[src/rtl/cstp_pkg.sv]
package cstp_pkg;

    typedef enum logic [2:0] {
        PH_IDLE,
        PH_LEAD,
        PH_LOW,
        PH_HIGH,
        PH_TAIL
    } phase_t;

    typedef struct packed {
        logic load;
        logic rise;
        logic shift;
        logic finish;
    } shift_ev_t;

    // Divider settings below one cannot be produced from the system clock.
    function automatic int unsigned eff_div(int unsigned raw);
        return (raw == 0) ? 1 : raw;
    endfunction

    function automatic int unsigned hi_cycles(int unsigned d);
        return (d / 2) + 1;
    endfunction

    function automatic int unsigned lo_cycles(int unsigned d);
        return d - (d / 2);
    endfunction

endpackage

[src/rtl/cstp_phase_seq.sv]
module cstp_phase_seq
    import cstp_pkg::*;
#(
    parameter int DIV_W = 8,
    parameter int LEN_W = 5
) (
    input  logic             clk,
    input  logic             rst,
    input  logic             start,
    input  logic [DIV_W-1:0] div_val,
    input  logic [LEN_W-1:0] len_code,
    output phase_t           phase,
    output shift_ev_t        ev
);

    logic [DIV_W-1:0] cnt;
    logic [DIV_W-1:0] hi_lim;
    logic [DIV_W-1:0] lo_lim;
    logic [LEN_W:0]   bits_left;
    int unsigned      d_eff;
    logic             cnt_zero;

    always_comb begin
        d_eff    = eff_div(32'(div_val));
        cnt_zero = (cnt == '0);
    end

    always_ff @(posedge clk) begin
        if (rst) begin
            phase     <= PH_IDLE;
            cnt       <= '0;
            hi_lim    <= DIV_W'(1);
            lo_lim    <= DIV_W'(1);
            bits_left <= '0;
        end else begin
            case (phase)
                PH_IDLE: begin
                    if (start) begin
                        phase     <= PH_LEAD;
                        hi_lim    <= DIV_W'(hi_cycles(d_eff));
                        lo_lim    <= DIV_W'(lo_cycles(d_eff));
                        cnt       <= DIV_W'(hi_cycles(d_eff) - 1);
                        bits_left <= (LEN_W+1)'(len_code) + 1'b1;
                    end
                end
                PH_LEAD: begin
                    if (cnt_zero) begin
                        phase <= PH_LOW;
                        cnt   <= lo_lim - 1'b1;
                    end else begin
                        cnt <= cnt - 1'b1;
                    end
                end
                PH_LOW: begin
                    if (cnt_zero) begin
                        phase     <= PH_HIGH;
                        cnt       <= hi_lim - 1'b1;
                        bits_left <= bits_left - 1'b1;
                    end else begin
                        cnt <= cnt - 1'b1;
                    end
                end
                PH_HIGH: begin
                    if (cnt_zero) begin
                        phase <= (bits_left == '0) ? PH_TAIL : PH_LOW;
                        cnt   <= lo_lim - 1'b1;
                    end else begin
                        cnt <= cnt - 1'b1;
                    end
                end
                PH_TAIL: begin
                    if (cnt_zero) begin
                        phase <= PH_IDLE;
                    end else begin
                        cnt <= cnt - 1'b1;
                    end
                end
                default: phase <= PH_IDLE;
            endcase
        end
    end

    always_comb begin
        ev.load   = (phase == PH_IDLE) && start;
        ev.rise   = (phase == PH_LOW) && cnt_zero;
        ev.shift  = (phase == PH_HIGH) && cnt_zero && (bits_left != '0);
        ev.finish = (phase == PH_TAIL) && cnt_zero;
    end

    // Checker-side run counters for the clock interval widths.
    logic [DIV_W-1:0] low_run;
    logic [DIV_W-1:0] high_run;

    always_ff @(posedge clk) begin
        if (rst) begin
            low_run  <= '0;
            high_run <= '0;
        end else begin
            low_run  <= (phase == PH_LOW) ? low_run + 1'b1 : '0;
            high_run <= (phase == PH_HIGH) ? high_run + 1'b1 : '0;
        end
    end


    lo_width_chk: assert property (@(posedge clk) disable iff (rst)
        ev.rise |-> (low_run == lo_lim - 1'b1));


    hi_width_chk: assert property (@(posedge clk) disable iff (rst)
        ((phase == PH_HIGH) && cnt_zero) |-> (high_run == hi_lim - 1'b1));


    nonzero_lim_chk: assert property (@(posedge clk) disable iff (rst)
        (phase != PH_IDLE) |-> ((lo_lim != '0) && (hi_lim != '0)));


    busy_start_ignored_chk: assert property (@(posedge clk) disable iff (rst)
        ((phase != PH_IDLE) && start) |=> ($stable(hi_lim) && $stable(lo_lim)));

endmodule

[src/rtl/cstp_shifter.sv]
module cstp_shifter
    import cstp_pkg::*;
#(
    parameter int MAX_W = 32,
    parameter int LEN_W = 5
) (
    input  logic             clk,
    input  logic             rst,
    input  shift_ev_t        ev,
    input  logic [MAX_W-1:0] tx_word,
    input  logic [LEN_W-1:0] len_code,
    input  logic             miso,
    output logic             mosi,
    output logic [MAX_W-1:0] rx_word,
    output logic             done
);

    logic [MAX_W-1:0] tx_sh;
    logic [MAX_W-1:0] rx_sh;
    logic [LEN_W:0]   align;

    always_comb begin
        align = (LEN_W+1)'(MAX_W - 1) - (LEN_W+1)'(len_code);
        mosi  = tx_sh[MAX_W-1];
    end

    always_ff @(posedge clk) begin
        if (rst) begin
            tx_sh   <= '0;
            rx_sh   <= '0;
            rx_word <= '0;
            done    <= 1'b0;
        end else begin
            done <= ev.finish;
            if (ev.load) begin
                tx_sh <= tx_word << align;
                rx_sh <= '0;
            end else begin
                if (ev.shift) begin
                    tx_sh <= {tx_sh[MAX_W-2:0], 1'b0};
                end
                if (ev.rise) begin
                    rx_sh <= {rx_sh[MAX_W-2:0], miso};
                end
            end
            if (ev.finish) begin
                rx_word <= rx_sh;
            end
        end
    end


    rx_hold_chk: assert property (@(posedge clk) disable iff (rst)
        !$stable(rx_word) |-> done);


    done_pulse_chk: assert property (@(posedge clk) disable iff (rst)
        done |=> !done);

endmodule

[src/rtl/cstp_spi_master.sv]
module cstp_spi_master
    import cstp_pkg::*;
#(
    parameter int MAX_W = 32,
    parameter int DIV_W = 8,
    localparam int LEN_W = $clog2(MAX_W)
) (
    input  logic             clk,
    input  logic             rst,
    input  logic             start,
    input  logic [DIV_W-1:0] div_val,
    input  logic [LEN_W-1:0] len_code,
    input  logic [MAX_W-1:0] tx_word,
    input  logic             miso,
    output logic             ss_n,
    output logic             sclk,
    output logic             mosi,
    output logic             mosi_oe,
    output logic             busy,
    output logic             done,
    output logic [MAX_W-1:0] rx_word
);

    phase_t    phase;
    shift_ev_t ev;

    cstp_phase_seq #(
        .DIV_W (DIV_W),
        .LEN_W (LEN_W)
    ) u_seq (
        .clk      (clk),
        .rst      (rst),
        .start    (start),
        .div_val  (div_val),
        .len_code (len_code),
        .phase    (phase),
        .ev       (ev)
    );

    cstp_shifter #(
        .MAX_W (MAX_W),
        .LEN_W (LEN_W)
    ) u_shf (
        .clk      (clk),
        .rst      (rst),
        .ev       (ev),
        .tx_word  (tx_word),
        .len_code (len_code),
        .miso     (miso),
        .mosi     (mosi),
        .rx_word  (rx_word),
        .done     (done)
    );

    always_comb begin
        ss_n    = (phase == PH_IDLE);
        busy    = (phase != PH_IDLE);
        sclk    = (phase != PH_LOW);
        mosi_oe = (phase == PH_LEAD) || (phase == PH_LOW) || (phase == PH_HIGH);
    end


    sclk_under_select_chk: assert property (@(posedge clk) disable iff (rst)
        !sclk |-> (!ss_n && mosi_oe));


    mosi_high_stable_chk: assert property (@(posedge clk) disable iff (rst)
        (mosi_oe && sclk && $past(mosi_oe) && $past(sclk)) |-> $stable(mosi));


    tail_clock_high_chk: assert property (@(posedge clk) disable iff (rst)
        (busy && !mosi_oe) |-> (sclk && !ss_n));


    idle_quiet_chk: assert property (@(posedge clk) disable iff (rst)
        ss_n |-> (sclk && !mosi_oe && !busy));

endmodule

[config.mk]
export PLATFORM = sky130hd
export DESIGN_NAME = cstp_spi_master
export DESIGN_NICKNAME = d
export VERILOG_FILES = /design/src/rtl/cstp_pkg.sv /design/src/rtl/cstp_phase_seq.sv /design/src/rtl/cstp_shifter.sv /design/src/rtl/cstp_spi_master.sv
export SDC_FILE = /design/constraint.sdc
export NUM_CORES = 1
export LEC_CHECK = 0
export BUFFER_PORTS_ARGS = -buffer_cell sky130_fd_sc_hd__buf_2
export CAP_MARGIN = 10
export CORE_UTILIZATION = 60
export CTS_BUF_LIST = sky130_fd_sc_hd__clkbuf_8
export DETAILED_ROUTE_END_ITERATION = 10
export PLACE_DENSITY = 0.78
export SLEW_MARGIN = 5
export SYNTH_ARGS = -nofsm -noshare
export SYNTH_HDL_FRONTEND = slang
export SYNTH_SLANG_ARGS = --single-unit
[constraint.sdc]
create_clock -name clk -period 2.6 [get_ports clk]
set_input_delay 0.13 -clock clk [delete_from_list [all_inputs] [get_ports clk]]
set_output_delay 0.13 -clock clk [all_outputs]
set_load 0.02 [all_outputs]
== After elaboration in Yosys (flattened, before gate mapping) ==
Index checks and enable logic that the tools add are counted.

* Register bits: 130
* Input bits: 49
* Output and inout bits: 38

* Multiplexer cells: 18
* Add/subtract/negate cells: 9
* Reduce and logical (&&, ||, !) cells: 22
* Equality and inequality tests: 11
* Shift operators: 1

{| class="wikitable"
|+ Operators with widths
! kind !! count
|-
| $mux W32 || 2
|-
| $mux W8 || 5
|-
| $pmux W8 S4 || 1
|-
| $shl A32 B6 Y32 || 1
|-
| $sub A8 B1 Y8 const B || 4
|-
| $mux W3 || 6
|-
| $logic_not A8 Y1 || 2
|-
| $pmux W3 S5 || 1
|-
| $mux W6 || 2
|-
| $pmux W6 S2 || 1
|-
| $add A8 B1 Y8 const B || 1
|-
| $ne A2 B1 Y1 const B || 4
|-
| $sub A8 B8 Y8 || 1
|-
| $add A5 B1 Y6 const B || 1
|-
| $eq A3 B2 Y1 const B || 2
|-
| $logic_not A6 Y1 || 1
|-
| $reduce_and A3 Y1 || 2
|-
| $reduce_bool A6 Y1 || 1
|-
| $sub A5 B5 Y6 const A || 1
|-
| $sub A6 B1 Y6 const B || 1
|-
| $logic_and A1 B1 Y1 || 5
|-
| $reduce_and A5 Y1 || 1
|-
| $ne A2 B2 Y1 const B || 2
|-
| $reduce_bool A2 Y1 || 2
|-
| 9 further kinds || 11
|}

== Depth between registers and ports, before layout ==
* Word-level depth: 6
* Gate-level depth with buffers: 13
* Depth with buffers taken out: 13

== By module ==
Synthesis repeated with hierarchy kept, for this count alone.

* Cell total of the unflattened synthesis: 965
* Area total of the unflattened synthesis: 8386.8 um^2

{| class="wikitable"
|+ By module, submodules not included
! module !! times used !! area an instance (um^2) !! cells an instance !! sequential area each (um^2)
|-
| cstp_shifter || 1 || 5516.5 || 574 || 1941.9
|-
| cstp_phase_seq || 1 || 2840.2 || 387 || 660.6
|-
| cstp_spi_master || 1 || 30.0 || 4 || 0.0
|}

== Worst setup path after synthesis ==
No wires, ideal clock.

* Path kind: input-to-reg
* Start: input div_val[1]
* End: register u_seq.cnt[7]
* Library setup time: 0.074 ns
* Setup slack: 0.167 ns
* Arrival: 2.359 ns
* Stages: 11
* Required time: 2.526 ns
* Path through: or2_2 -> nand2b_1 -> nand2_1 -> inv_1 -> ha_1 -> nand2_1 -> or4b_2 -> o211ai_1 -> and4b_1 -> a31oi_1 -> a31oi_1

* Cells in the longest elaborated chain, start to end: 6

{| class="wikitable"
|+ Ends and longest elaborated chain
! item !! line !! text
|-
| start: declaration || cstp_spi_master.sv:11 || <nowiki>input logic [DIV_W-1:0] div_val,</nowiki>
|-
| $logic_not A8 Y1 || cstp_pkg.sv:20 || <nowiki>return (raw == 0) ? 1 : raw;</nowiki>
|-
| $mux W8 (*) || cstp_pkg.sv:20 ||
|-
| $add A8 B1 Y8 (*) || cstp_pkg.sv:24 || <nowiki>return (d / 2) + 1;</nowiki>
|-
| $sub A8 B1 Y8 (*) || cstp_phase_seq.sv:42 || <nowiki>cnt <= DIV_W'(hi_cycles(d_eff) - 1);</nowiki>
|-
| $mux W8 (*) || cstp_phase_seq.sv:38 || <nowiki>if (start) begin</nowiki>
|-
| $pmux W8 S4 (*) || cstp_phase_seq.sv:36 || <nowiki>case (phase)</nowiki>
|-
| end signal: assignment || cstp_phase_seq.sv:42 ||
|-
| end signal: assignment || cstp_phase_seq.sv:49 || <nowiki>cnt <= lo_lim - 1'b1;</nowiki>
|-
| end signal: assignment || cstp_phase_seq.sv:51 || <nowiki>cnt <= cnt - 1'b1;</nowiki>
|-
| end: declaration || cstp_phase_seq.sv:16 || <nowiki>logic [DIV_W-1:0] cnt;</nowiki>
|}

Every way passes the cells marked *; elsewhere a longest branch is shown, timed or not. The select of a mux whose other input is x is not followed.
A chain may end at the register's enable or synchronous reset.

== Worst setup path after layout ==
* Start: register u_seq.phase[1]
* End: register u_seq.cnt[0]

* Cells in the longest elaborated chain, start to end: 4

{| class="wikitable"
|+ Ends and longest elaborated chain
! item !! line !! text
|-
| start: declaration || cstp_phase_seq.sv:12 || <nowiki>output phase_t phase,</nowiki>
|-
| start signal: assignment || cstp_phase_seq.sv:65 || <nowiki>phase <= (bits_left == '0) ? PH_TAIL : PH_LOW;</nowiki>
|-
| $eq A3 B1 Y1 or $eq A3 B2 Y1 (tied branches) || cstp_phase_seq.sv:36 ||
|-
| $reduce_or A2 Y1 (no source line) || - ||
|-
| $reduce_bool A4 Y1 (no source line) || - ||
|-
| $reduce_and A3 Y1 (no source line) || - ||
|}

Several ways; a longest one is shown, not always the timed one.

==> impl_metrics.env <==
export IMPL_finalSetupTns_ns=0
export IMPL_synth_most_common_cell="nand2_1"
export IMPL_portBuffers=86
export IMPL_htree_num_levels=4
export IMPL_final_fill_count=1062
export IMPL_final_core_util_pct=70.9
export IMPL_crit_top_cell="nor2_1"
export IMPL_post_dp_hpwl_um=13800
export IMPL_area_growth_pct=14.2
export IMPL_synth_ff_latch_count=130
export IMPL_setup_ws_pre_cts_ns=0.0424
export IMPL_period_share_pct=91.7
export IMPL_layout_min_cycle_time_ns=2.38
export IMPL_drc=0
export IMPL_synthesized_netlist_net_count=1046
export IMPL_holdPathEnd="u_shf.tx_sh[1]"
export IMPL_grt_max_degree=55
export IMPL_synth_top_cells_by_count="nand2_1 (205), dfxtp_1 (130), a21oi_1 (99), nor2_1 (73), clkbuf_1 (54)"
export IMPL_postSynthAreaPerCell_um2=8.13
export IMPL_critical_path_class="reg2reg"
export IMPL_grt_first_pass_wirelength_um=31100
export IMPL_path_buf_inv=1
export IMPL_cts_setup_buffers=0
export IMPL_max_clock_freq_ghz=0.419
export IMPL_drt_antenna_violating_nets=0
export IMPL_layout_drive_gt1_share_pct=21.2
export IMPL_grt_overflow_total=0
export IMPL_maxSlewViolCount=0
export IMPL_finalNetCount=1126
export IMPL_power_total_w=0.00515
export IMPL_via_count=7373
export IMPL_antenna_cells_inserted=0
export IMPL_critPathRequiredTime_ns=2.89
export IMPL_r2r_slack_ns=0.22
export IMPL_critPathTopFamily="simple AND/OR/NAND/NOR gates"
export IMPL_cp_max_fo=8
export IMPL_highest_ir_drop_seen_on_vdd_uv=380
export IMPL_floorplan_initialDensity_pct=62.1
export IMPL_cts_tree="built"
export IMPL_die_width_um=117
export IMPL_totalWireLength_um=19400
export IMPL_crit_path_cell_trace="buf_4, nor2_1, nand2_1, nor2_1, nor2_1, a2111oi_0, a2111oi_0"
export IMPL_syn_area_mm2=0.00793
export IMPL_synthTopCellsByArea="dfxtp_1 (33%), nand2_1 (9.7%), mux4_2 (7.9%)"
export IMPL_netlist_cell_type_count=67
export IMPL_clock_skew_final_ns=0.0125
export IMPL_hold_path_class="in2reg"
export IMPL_worstSkewPairLatency_ns=0.45
export IMPL_hold_path_depth=3
export IMPL_synth_seq_area_share_pct=32.8
export IMPL_setup_viol=0
export IMPL_hold_viol=0
export IMPL_synth_enable_flop_cells=0
export IMPL_critical_path_reg2reg_endpoint="u_seq.cnt[0]"
export IMPL_cts_sinks=130
export IMPL_groute_usage_overall_pct=29.1
export IMPL_io_pins=87
export IMPL_synth_async_reset_ratio_pct=0
export IMPL_place_detailed_instances=1207
export IMPL_drt_pre_antenna_iters=6
export IMPL_grt_antenna_before_repair=0
export IMPL_via_per_inst=5.94
export IMPL_clk_pin_slew_worst_paths_ns=0.09
export IMPL_die_height_um=117
export IMPL_maximum_buffer_depth_of_the_clock_tree=2
export IMPL_die_area_mm2=0.0137
export IMPL_cts_buffers=17
export IMPL_reg2regPathDepth=7
export IMPL_synth_main_ff_cell="dfxtp_1"
export IMPL_row_count=41
export IMPL_multi_input_gate_area_in_the_final_layout_mm2=0.00491
export IMPL_crit_path_start_kind="register"
export IMPL_rsz_0062_raised_after_global_routing="no"
export IMPL_cap_viol_max_count=0
export IMPL_cp_end_kind="register"
export IMPL_crit_reg2reg_launch="u_seq.phase[1]"
export IMPL_seq_area_mm2=0.00260
export IMPL_p_per_area_mw_per_mm2=568
export IMPL_synth_top_cell_area_share_pct=32.8
export IMPL_wl_per_cell_um=15.7
export IMPL_finalWeightedCongestion=0.951
export IMPL_max_stage_delay_ns=0.61
export IMPL_grt_pass1_vias=6481
export IMPL_fp_coreArea_mm2=0.0128
export IMPL_synthDominantAreaCellType="dfxtp_1"
export IMPL_final_cells=1241
export IMPL_warnings_from_yosys=0
export IMPL_syn_inst=976
export IMPL_worst_slew_pin_transition_ns=0.696
export IMPL_finalWorstSetupSlack_ns=0.215
export IMPL_max_slew_margin_rel_pct=53.1
export IMPL_outcome="completed"
export IMPL_dr_first_iter_drc_count=622
export IMPL_critical_path_arrival_ns=2.68
export IMPL_min_delay_src="len_code[2]"
export IMPL_static_leakage_power_nw=3.62
export IMPL_clk_root_buffer_cell="clkbuf_8"
export IMPL_cp_slowest_cell="a2111oi_0"
-- area by class of cell --
cell class	count	area share (%)
Multi-Input combinational cell	740	54.1
Clock inverter	15	1.39
Sequential cell	130	28.7
Tap cell	172	2.37
Timing Repair Buffer	136	9.50
Inverter	31	1.28
Clock buffer	17	2.58
-- worst max-delay path by stage --
stage | end | startpoint | depth (start not counted)
floorplan | u_seq.cnt[7] | div_val[1] | 11
global placement | u_seq.cnt[7] | div_val[7] | 14
detailed placement | u_seq.cnt[7] | div_val[7] | 14
CTS | u_shf.tx_sh[3] | u_seq.cnt[0] | 9
global route | u_seq.bits_left[4] | u_seq.phase[0] | 6
finish | u_seq.cnt[0] | u_seq.phase[1] | 7
-- report_power, final --
part           leakage (nW)  total (W)  switching [W]  internal (W)
logic                  2.38    0.00138       0.000785      0.000591
registers              1.06    0.00222       0.000112       0.00211
clock network         0.181    0.00156       0.000876      0.000683
total                  3.62    0.00515        0.00177       0.00338
-- through the flow --
stage	area, um^2	hold WS [ns]
2_1_floorplan	7930	0.266
3_3_place_gp	8680	0.377
3_5_place_dp	8680	0.386
4_1_cts	9060	0.0597
5_1_grt	9060	0.108
6_report	9060	0.0929
-- logic make-up after synthesis --
group | Yosys count | synth area share, %
adder cells (fa/ha/maj) | 21 | 3.41
multiplexers | 81 | 14.9
AND/OR/NAND/NOR | 368 | 20.8
flip-flops | 130 | 32.8
XOR/XNOR | 25 | 2.76
AO/OA/AOI/OAI | 245 | 19.8
buffers and inverters | 106 | 5.49
-- what timing repair did --
action                                  4_1_cts  5_1_grt
hold buffers                                  2        0
endpoints found under the hold margin         4        0
endpoints found under the setup margin        0        1
resized for setup                             0        1
-- state kept, by name, summed over array words and instances, names as in the netlist --
signal and count:
u_seq.bits_left 6, u_seq.cnt 8, u_seq.hi_lim 8, u_seq.lo_lim 8, u_seq.phase 3, u_shf.done 1, u_shf.rx_sh 32, u_shf.rx_word 32
u_shf.tx_sh 32
-- cell usage in the layout, fill, tap and decap left out, types with 14 or more instances in the layout --
| cell | instances |
|---|---|
| a211oi_1 | 22 |
| dfxtp_1 | 130 |
| nand3_1 | 16 |
| nor2_1 | 71 |
| mux4_2 | 28 |
| a21oi_1 | 99 |
| nor3_1 | 14 |
| o21ai_0 | 27 |
| buf_4 | 44 |
| mux2i_1 | 37 |
| inv_1 | 31 |
| clkbuf_8 | 17 |
| xnor2_1 | 16 |
| buf_2 | 86 |
| nand2_1 | 204 |
| ha_1 | 20 |
-- layer usage --
metal | wire (um) | track usage [%] | vias up
met2 | 9240 | 47.3 | 239
met1 | 8810 | 38.9 | 3446
li1 | - | - | 3661
met4 | 310 | 10.1 | 0
met5 | 0 | 0 | -
met3 | 1070 | 5.36 | 27
-- worst register-to-register path: stages (launching register included) --
cell and delay [ns]:
dfxtp_1 0.36, buf_4 0.18, nor2_1 0.36, nand2_1 0.32
nor2_1 0.21, nor2_1 0.07, a2111oi_0 0.61, a2111oi_0 0.13
No activity file was read; power rests on OpenSTA's default activity.
